===== src/rtl/acq_pkg.sv =====
package acq_pkg;
  typedef enum logic [1:0] {
    ST_IDLE = 2'd0,
    ST_PRE  = 2'd1,
    ST_POST = 2'd2
  } acq_state_t;
endpackage


===== src/rtl/acq_edge_det.sv =====
module acq_edge_det (
  input  logic clk,
  input  logic rst_n,
  input  logic sig_in,
  input  logic sel_fall,
  output logic edge_hit
);
  logic prev_q;

  always_ff @(posedge clk or negedge rst_n) begin
    if (!rst_n) prev_q <= 1'b0;
    else        prev_q <= sig_in;
  end

  assign edge_hit = sel_fall ? (prev_q & ~sig_in) : (sig_in & ~prev_q);
endmodule


===== src/rtl/acq_scan_ctr.sv =====
module acq_scan_ctr #(
  parameter int CNT_W = 16
) (
  input  logic             clk,
  input  logic             rst_n,
  input  logic             load,
  input  logic             step,
  input  logic [CNT_W-1:0] load_val,
  output logic             last,
  output logic [CNT_W-1:0] scan_cnt
);
  localparam logic [CNT_W-1:0] ONE = CNT_W'(1);

  logic [CNT_W-1:0] rem_q, rem_d, cnt_q, cnt_d;
  logic             cen;

  assign cen = load | step;

  always_comb begin
    rem_d = rem_q;
    cnt_d = cnt_q;
    if (load) begin
      rem_d = load_val;
      cnt_d = '0;
    end else if (step) begin
      rem_d = rem_q - ONE;
      cnt_d = cnt_q + ONE;
    end
  end

  always_ff @(posedge clk or negedge rst_n) begin
    if (!rst_n) begin
      rem_q <= '0;
      cnt_q <= '0;
    end else if (cen) begin
      rem_q <= rem_d;
      cnt_q <= cnt_d;
    end
  end

  assign last     = (rem_q == ONE);
  assign scan_cnt = cnt_q;
endmodule


===== src/rtl/acq_seq_fsm.sv =====
module acq_seq_fsm
  import acq_pkg::*;
(
  input  logic clk,
  input  logic rst_n,
  input  logic start_hit,
  input  logic post_hit,
  input  logic tick,
  input  logic restart,
  input  logic mode_pre,
  input  logic cnt_zero,
  input  logic last,
  output logic active,
  output logic load,
  output logic step,
  output logic wr_en,
  output logic fin,
  output logic start_acc,
  output logic post_acc
);
  acq_state_t state_q, state_d;

  always_comb begin
    state_d   = state_q;
    step      = 1'b0;
    wr_en     = 1'b0;
    fin       = 1'b0;
    start_acc = 1'b0;
    post_acc  = 1'b0;
    if (restart) begin
      state_d = ST_IDLE;
    end else begin
      unique case (state_q)
        ST_IDLE: begin
          if (start_hit) begin
            start_acc = 1'b1;
            if (mode_pre)      state_d = ST_PRE;
            else if (cnt_zero) fin     = 1'b1;
            else               state_d = ST_POST;
          end
        end
        ST_PRE: begin
          wr_en = tick;
          if (post_hit) begin
            post_acc = 1'b1;
            if (cnt_zero) begin
              fin     = 1'b1;
              state_d = ST_IDLE;
            end else begin
              state_d = ST_POST;
            end
          end
        end
        ST_POST: begin
          wr_en = tick;
          step  = tick;
          if (tick && last) begin
            fin     = 1'b1;
            state_d = ST_IDLE;
          end
        end
        default: state_d = ST_IDLE;
      endcase
    end
  end

  assign load   = start_acc | post_acc;
  assign active = (state_q != ST_IDLE);

  always_ff @(posedge clk or negedge rst_n) begin
    if (!rst_n) state_q <= ST_IDLE;
    else        state_q <= state_d;
  end
endmodule


===== src/rtl/acq_seq.sv =====
module acq_seq #(
  parameter int CNT_W = 16
) (
  input  logic             clk,
  input  logic             rst_n,
  input  logic             smp_tick,
  input  logic             start_trig,
  input  logic             post_trig,
  input  logic             restart,
  input  logic             cfg_pre_mode,
  input  logic             cfg_start_fall,
  input  logic [CNT_W-1:0] cfg_post_cnt,
  input  logic             cfg_echo_en,
  output logic             buf_we,
  output logic [CNT_W-1:0] scan_cnt,
  output logic             busy,
  output logic             done,
  output logic             start_echo,
  output logic             post_echo
);
  logic start_hit, post_hit, last, load, step, start_acc, post_acc;
  logic start_ech_q, post_ech_q;

  acq_edge_det u_start_edge (
    .clk(clk), .rst_n(rst_n), .sig_in(start_trig),
    .sel_fall(cfg_start_fall), .edge_hit(start_hit)
  );

  acq_edge_det u_post_edge (
    .clk(clk), .rst_n(rst_n), .sig_in(post_trig),
    .sel_fall(1'b0), .edge_hit(post_hit)
  );

  acq_seq_fsm u_fsm (
    .clk(clk), .rst_n(rst_n), .start_hit(start_hit), .post_hit(post_hit),
    .tick(smp_tick), .restart(restart), .mode_pre(cfg_pre_mode),
    .cnt_zero(cfg_post_cnt == '0), .last(last), .active(busy),
    .load(load), .step(step), .wr_en(buf_we), .fin(done),
    .start_acc(start_acc), .post_acc(post_acc)
  );

  acq_scan_ctr #(.CNT_W(CNT_W)) u_ctr (
    .clk(clk), .rst_n(rst_n), .load(load), .step(step),
    .load_val(cfg_post_cnt), .last(last), .scan_cnt(scan_cnt)
  );

  always_ff @(posedge clk or negedge rst_n) begin
    if (!rst_n) begin
      start_ech_q <= 1'b0;
      post_ech_q  <= 1'b0;
    end else begin
      start_ech_q <= start_acc;
      post_ech_q  <= post_acc;
    end
  end

  assign start_echo = start_ech_q & cfg_echo_en;
  assign post_echo  = post_ech_q & cfg_echo_en;
endmodule


===== config.mk =====
export PLATFORM = sky130hd
export DESIGN_NAME = acq_seq
export DESIGN_NICKNAME = d
export VERILOG_FILES = /design/src/rtl/acq_pkg.sv /design/src/rtl/acq_edge_det.sv /design/src/rtl/acq_scan_ctr.sv /design/src/rtl/acq_seq_fsm.sv /design/src/rtl/acq_seq.sv
export SDC_FILE = /design/constraint.sdc
export NUM_CORES = 1
export LEC_CHECK = 0
export BUFFER_PORTS_ARGS = -buffer_cell sky130_fd_sc_hd__buf_2
export CELL_PAD_IN_SITES_DETAIL_PLACEMENT = 0
export CELL_PAD_IN_SITES_GLOBAL_PLACEMENT = 1
export CORE_AREA = 3 3 82 84
export DETAILED_ROUTE_END_ITERATION = 16
export DIE_AREA = 0 0 85 87
export PLACE_DENSITY_LB_ADDON = 0.1
export SLEW_MARGIN = 20
export SYNTH_ARGS = -nofsm -noshare
export SYNTH_HDL_FRONTEND = slang
export SYNTH_HIERARCHICAL = 1
export SYNTH_SLANG_ARGS = --single-unit

===== constraint.sdc =====
create_clock -name clk -period 2.1 [get_ports clk]
set_input_delay 0.105 -clock clk [delete_from_list [all_inputs] [get_ports clk]]
set_output_delay 0.105 -clock clk [all_outputs]
set_load 0.1 [all_outputs]

==> results.cfg, run 1 <==
[worst_setup_path]
max_stage_delay_ns = 0.54
crit_slowest_cell = or4_4
cp.required_ns = 2.00
worstSetupStartpointType = flop
crit_start = u_ctr/rem_q[11]$_DFFE_PN0P_
critPathBufInv = 1
crit_path_cell_trace = or4_4 > or3_4 > nor4_4 > and3_4 > o21a_4 > buf_12
r2r_start = u_ctr/rem_q[11]$_DFFE_PN0P_
crit_path_end_kind = output port
arrival_ns = 2.24
criticalPathCategory = flop to output port
cp_max_fo = 2
critPathTopFamily = simple AND/OR/NAND/NOR gates

[synth]
ys_async_sr_fraction = 1.00
synth-main-ff-cell = dfrtp_1
syn_area_per_cell_um2 = 9.55
synth_top_area_frac = 0.429
ys_types = 52
yosys-top-cells-count = dfrtp_1, nand2_1, nor2_1, o21ai_0, xnor2_1
synth_cells = 232
ys_ff_latch = 38
synth.area.top_cells = dfrtp_1, xnor2_1, xor2_1
yosysSeqAreaShare = 0.429
synth_largest_area_cell = dfrtp_1
synthMostInstantiatedCell = dfrtp_1
syn_area_um2 = 2210
synth_edf_count = 0
ys_warn_count = 6

[floorplan]
coreArea_um2 = 5990
row_count = 28
ios = 46
dieWidth_um = 85
die_h_um = 87
initial_utilization = 0.370
die-area_um2 = 7400

[clocking]
clkLatencyLatePin_ns = 0.29
clockRootBuffer = clkbuf_8
clk_path_buf_depth = 2
cts_buffers = 5
ctsHtreeMaxLevel = 2
cts_tree = done
cts_sinks = 38
clkTransAtPathRegs_ns = 0.07

[placed_design]
gp_congestion = 0.843
portBuffers = 45
postPlaceCellArea_um2 = 2830
dp_hpwl_um = 4320
place_ws_ns = -0.0732

[finish]
final_area_um2 = 3140
drive_gt1_frac = 0.439
nets = 358
finish.utilization = 0.523
synthToLayoutAreaGrowth_pct = 41.6
diodes = 0

[status]
violations = negative setup slack
outcome = finished with violations

[pwr]
power.density_nw_per_um2 = 983
vdd_drop_max_uv = 709
switchingPower_mw = 1.22
intPower_mw = 1.86
p_leak_nw = 1.43
power_switching_share = 0.395
seqPwrFrac = 0.349
combPwrFrac = 0.480
pwr-share-clk = 0.170

[timing]
min_period_over_period = 1.12
final_max_slew_viol_count = 0
rsz0062_at_grt = yes
fin_crit_ns = 2.34
slew-limit-headroom = 0.632
worstMarginPinSlew_ns = 0.547
setup_tns_ns = -0.386
fin_hold_ws_ns = 0.0397
fin_ws_ns = -0.244
clock.fmax_ghz = 0.427
setup_violations = 3
hold_viol = 0
skew_ns = 0.00843

[drt]
routedWlPerCell_um = 14.6
drc = 0
drt-pass1-iter-count = 4
via_per_inst = 5.01
vias = 2009
drtAntennaViolNets = 0
routed_wl_um = 5870
drt_iter0_drc = 71

[global_route]
grt_start_max_net_pins = 25
grt_overflow = 0
grt_antenna_before_repair = 0
grt_usage = 0.163
first_global_vias = 1972
grt_pass1_wl_um = 9500

[run]
cap_violations = 0

[hold_path]
hp-class = primary input to flop
hp-start = cfg_post_cnt[2]
## worst reg2reg max path, stage by stage (launching register included)
cell      delay [ns]
dfrtp_1         0.38
or4_4           0.54
or3_4           0.36
nor4_4          0.16
buf_4           0.15
a21bo_1         0.11
nand4_1         0.12
a221oi_2        0.28
## registers in the layout (all words and copies together), names as in the netlist
register             cells
u_post_edge/prev_q       1
u_ctr/rem_q             16
u_fsm/state_q            2
u_start_edge/prev_q      1
u_ctr/scan_cnt          16
post_ech_q               1
start_ech_q              1
## metrics by stage
step | cells | total power, mW
global route | 401 | 3.31
global placement | 382 | 2.39
finish | 401 | 3.08
CTS | 397 | 2.99
detailed placement | 382 | 2.40
floorplan | 233 | 1.91
## cell type report
cell class                      count  area, um^2
Fill cell                         579        2860
Multi-Input combinational cell    179        1340
Sequential cell                    38         963
Timing Repair Buffer               92         612
Tap cell                           75        93.8
Clock buffer                        7        86.3
Inverter                            9        33.8
Clock inverter                      1        5.00
## timing repair
item | 4_1_cts | 5_1_grt
pin swaps | 8 | 16
endpoints found under the setup margin | 10 | 17
endpoints found under the hold margin | 25 | 0
resized for setup | 5 | 24
buffers inserted | 5 | 5
hold buffers | 3 | 0
## power groups by stage
stage	logic [mW]	registers [mW]	clock network, mW
2_1_floorplan	0.725	1.19	0
3_3_place_gp	1.33	1.06	0
3_5_place_dp	1.34	1.07	0
4_1_cts	1.38	1.06	0.548
5_1_grt	1.62	1.10	0.585
6_report	1.48	1.08	0.525
## logic make-up after synthesis
group | after synthesis | synth area share
AO/OA/AOI/OAI | 31 | 0.0927
other | 1 | 0.00169
flip-flops | 38 | 0.429
XOR/XNOR | 26 | 0.103
AND/OR/NAND/NOR | 109 | 0.282
multiplexers | 3 | 0.0147
adder cells (fa/ha/maj) | 8 | 0.0452
buffers and inverters | 16 | 0.0316
## cell usage in the layout (no fill, tap or decap), types with 4 or more instances in the layout
cell,instances
xnor2_1,14
ha_1,6
or3_1,4
dfrtp_2,10
buf_2,44
clkbuf_8,6
nand2b_1,4
xor2_1,12
buf_4,41
nor4_1,8
nand3_1,5
o21ai_0,16
inv_1,7
dfrtp_1,28
nor2_1,20
nand2_1,19
nand3b_1,5
nand4_1,6
## layer usage
metal / vias to the layer above / routed length, um / track usage
met5: - / 0 / 0
met4: 0 / 29 / 0.0388
met3: 2 / 173 / 0.0322
met2: 28 / 2920 / 0.280
met1: 980 / 2750 / 0.210
li1: 999 / - / -
## final timing paths
path                                                   to  slack [ns]  cells past startpoint
setup / recovery                                     done       -0.24                      6
hold / removal                 u_ctr/rem_q[2]$_DFFE_PN0P_        0.04                      3
setup reg to reg             u_fsm/state_q[1]$_DFFE_PN0P_       -0.07                      7
hold reg to reg            u_ctr/scan_cnt[12]$_DFFE_PN0P_        0.58                      2
max in group asynchronous      u_ctr/rem_q[8]$_DFFE_PN0P_        1.13                      3
min in group asynchronous            post_ech_q$_DFF_PN0_        0.34                      2
(Power assumes the default switching activity.)
==> inputs of run 2 (changes only) <==
==> constraint.sdc (replaced) <==
create_clock -name clk -period 2.1 [get_ports clk]
set_input_delay 0.42 -clock clk [delete_from_list [all_inputs] [get_ports clk]]
set_output_delay 0.42 -clock clk [all_outputs]
set_load 0.1 [all_outputs]
==> results.cfg, run 2 (same netlist as run 1, synthesis figures left out) <==
[worst_setup_path]
max_stage_delay_ns = 0.55
arrival_ns = 2.26
cp_max_fo = 2
crit_path_cell_trace = or4_4 > or3_4 > nor4_4 > and3_4 > o21a_4 > buf_12
crit_path_end_kind = output port
crit_slowest_cell = or4_4
worstSetupStartpointType = flop
cp.required_ns = 1.68
criticalPathCategory = flop to output port

[timing]
fin_ws_ns = -0.577
final_max_slew_viol_count = 0
skew_ns = 0.00533
clock.fmax_ghz = 0.374
fin_crit_ns = 2.68
setup_violations = 10
rsz0062_at_grt = yes
hold_viol = 0
min_period_over_period = 1.27

[run]
cap_violations = 0

[finish]
diodes = 0
synthToLayoutAreaGrowth_pct = 47.8
drive_gt1_frac = 0.479
final_common_cell = buf_4
nets = 370
fillers = 576
layout_common_cells = buf_4, buf_2, dfrtp_1

[floorplan]
die_h_um = 87
ios = 46
dieWidth_um = 85
coreArea_um2 = 5990
die-area_um2 = 7400
initial_utilization = 0.370
row_count = 28

[global_route]
grt_start_max_net_pins = 23
grt_antenna_before_repair = 0
grt_overflow = 0
grt_pass1_wl_um = 9520
grt_usage = 0.161
first_global_vias = 2042

[clocking]
clockRootBuffer = clkbuf_8
cts_buffers = 5
cts_tree = done
clk_path_buf_depth = 2
clkLatencyLatePin_ns = 0.29
ctsHtreeMaxLevel = 2
cts_sinks = 38
clkTransAtPathRegs_ns = 0.08

[drt]
via_per_inst = 4.98
drtAntennaViolNets = 0
routedWlPerCell_um = 13.7
drt-pass1-iter-count = 4
vias = 2055
routed_wl_um = 5670
drt_iter0_drc = 87
drc = 0

[placed_design]
portBuffers = 45
place_ws_ns = -0.269
dp_hpwl_um = 4340
gp_congestion = 0.832

[pwr]
switchingPower_mw = 1.24
p_leak_nw = 1.47
pwr-share-clk = 0.201
power_switching_share = 0.382
vdd_drop_max_uv = 674
seqPwrFrac = 0.328
p_total_mw = 3.24
power.density_nw_per_um2 = 991
combPwrFrac = 0.471
intPower_mw = 2.00

[status]
violations = negative setup slack
outcome = finished with violations

[hold_path]
hp-class = primary input to flop
## run 2: through the flow
stage	TNS (ns)	area (um^2)	hold WS [ns]	util	instances
global route	-2.25	3270	0.334	0.546	413
detailed placement	-0.739	2950	0.307	0.492	398
finish	-1.00	3270	0.349	0.546	413
global placement	-0.844	2950	0.312	0.492	398
floorplan	-0.253	2260	0.124	-	233
CTS	-0.765	3120	0.341	0.520	410
## run 2: worst paths after layout
| check | start | cells after the start | slack, ns | endpoint |
|---|---|---|---|---|
| setup / recovery | u_ctr/rem_q[11]$_DFFE_PN0P_ | 6 | -0.58 | done |
| max in group asynchronous | rst_n | 3 | 1.08 | u_ctr/scan_cnt[3]$_DFFE_PN0P_ |
| setup reg to reg | u_ctr/rem_q[11]$_DFFE_PN0P_ | 7 | -0.10 | u_fsm/state_q[1]$_DFFE_PN0P_ |
| hold / removal | cfg_post_cnt[4] | 3 | 0.35 | u_ctr/rem_q[4]$_DFFE_PN0P_ |
| min in group asynchronous | rst_n | 2 | 0.53 | u_post_edge/prev_q$_DFF_PN0_ |
| hold reg to reg | u_ctr/scan_cnt[15]$_DFFE_PN0P_ | 2 | 0.57 | u_ctr/scan_cnt[15]$_DFFE_PN0P_ |
## run 2: area by class of cell
class	count	area, um^2	area share
flip-flops and latches	38	963	0.294
clock buffers	7	86.3	0.0264
well taps	75	93.8	0.0287
multi-input cells	179	1360	0.416
inverters	9	33.8	0.0103
clock inverters	1	30.0	0.00917
repair buffers	104	703	0.215
## run 2: power by group through the flow
stage               combinational, mW  sequential, mW  clock, mW
global route                     1.67            1.09      0.710
CTS                              1.42            1.05      0.675
finish                           1.53            1.06      0.651
global placement                 1.38            1.06          0
floorplan                       0.732            1.19          0
detailed placement               1.40            1.06          0
## run 2: what timing repair did
action / in CTS / in global routing
setup buffers: 3 / 3
hold buffers: 1 / 0
gates resized for setup: 7 / 30
endpoints found under the hold margin: 9 / 0
pin swaps: 6 / 13
setup endpoints to repair: 13 / 19
## run 2: layer usage
layer,vias up,part of all wire,GRT usage
met1,983,0.48,0.221
met4,0,0.0051,0.0489
li1,1021,-,-
met3,2,0.048,0.0397
met2,49,0.46,0.252
met5,-,0,0
## run 2: critical path, delay by kind of cell, from the launching register on
family	cells	cell delay, ns
AND/OR/NAND/NOR	4	1.29
flip-flops	1	0.38
buffers and inverters	1	0.17
AO/OA/AOI/OAI	1	0.14
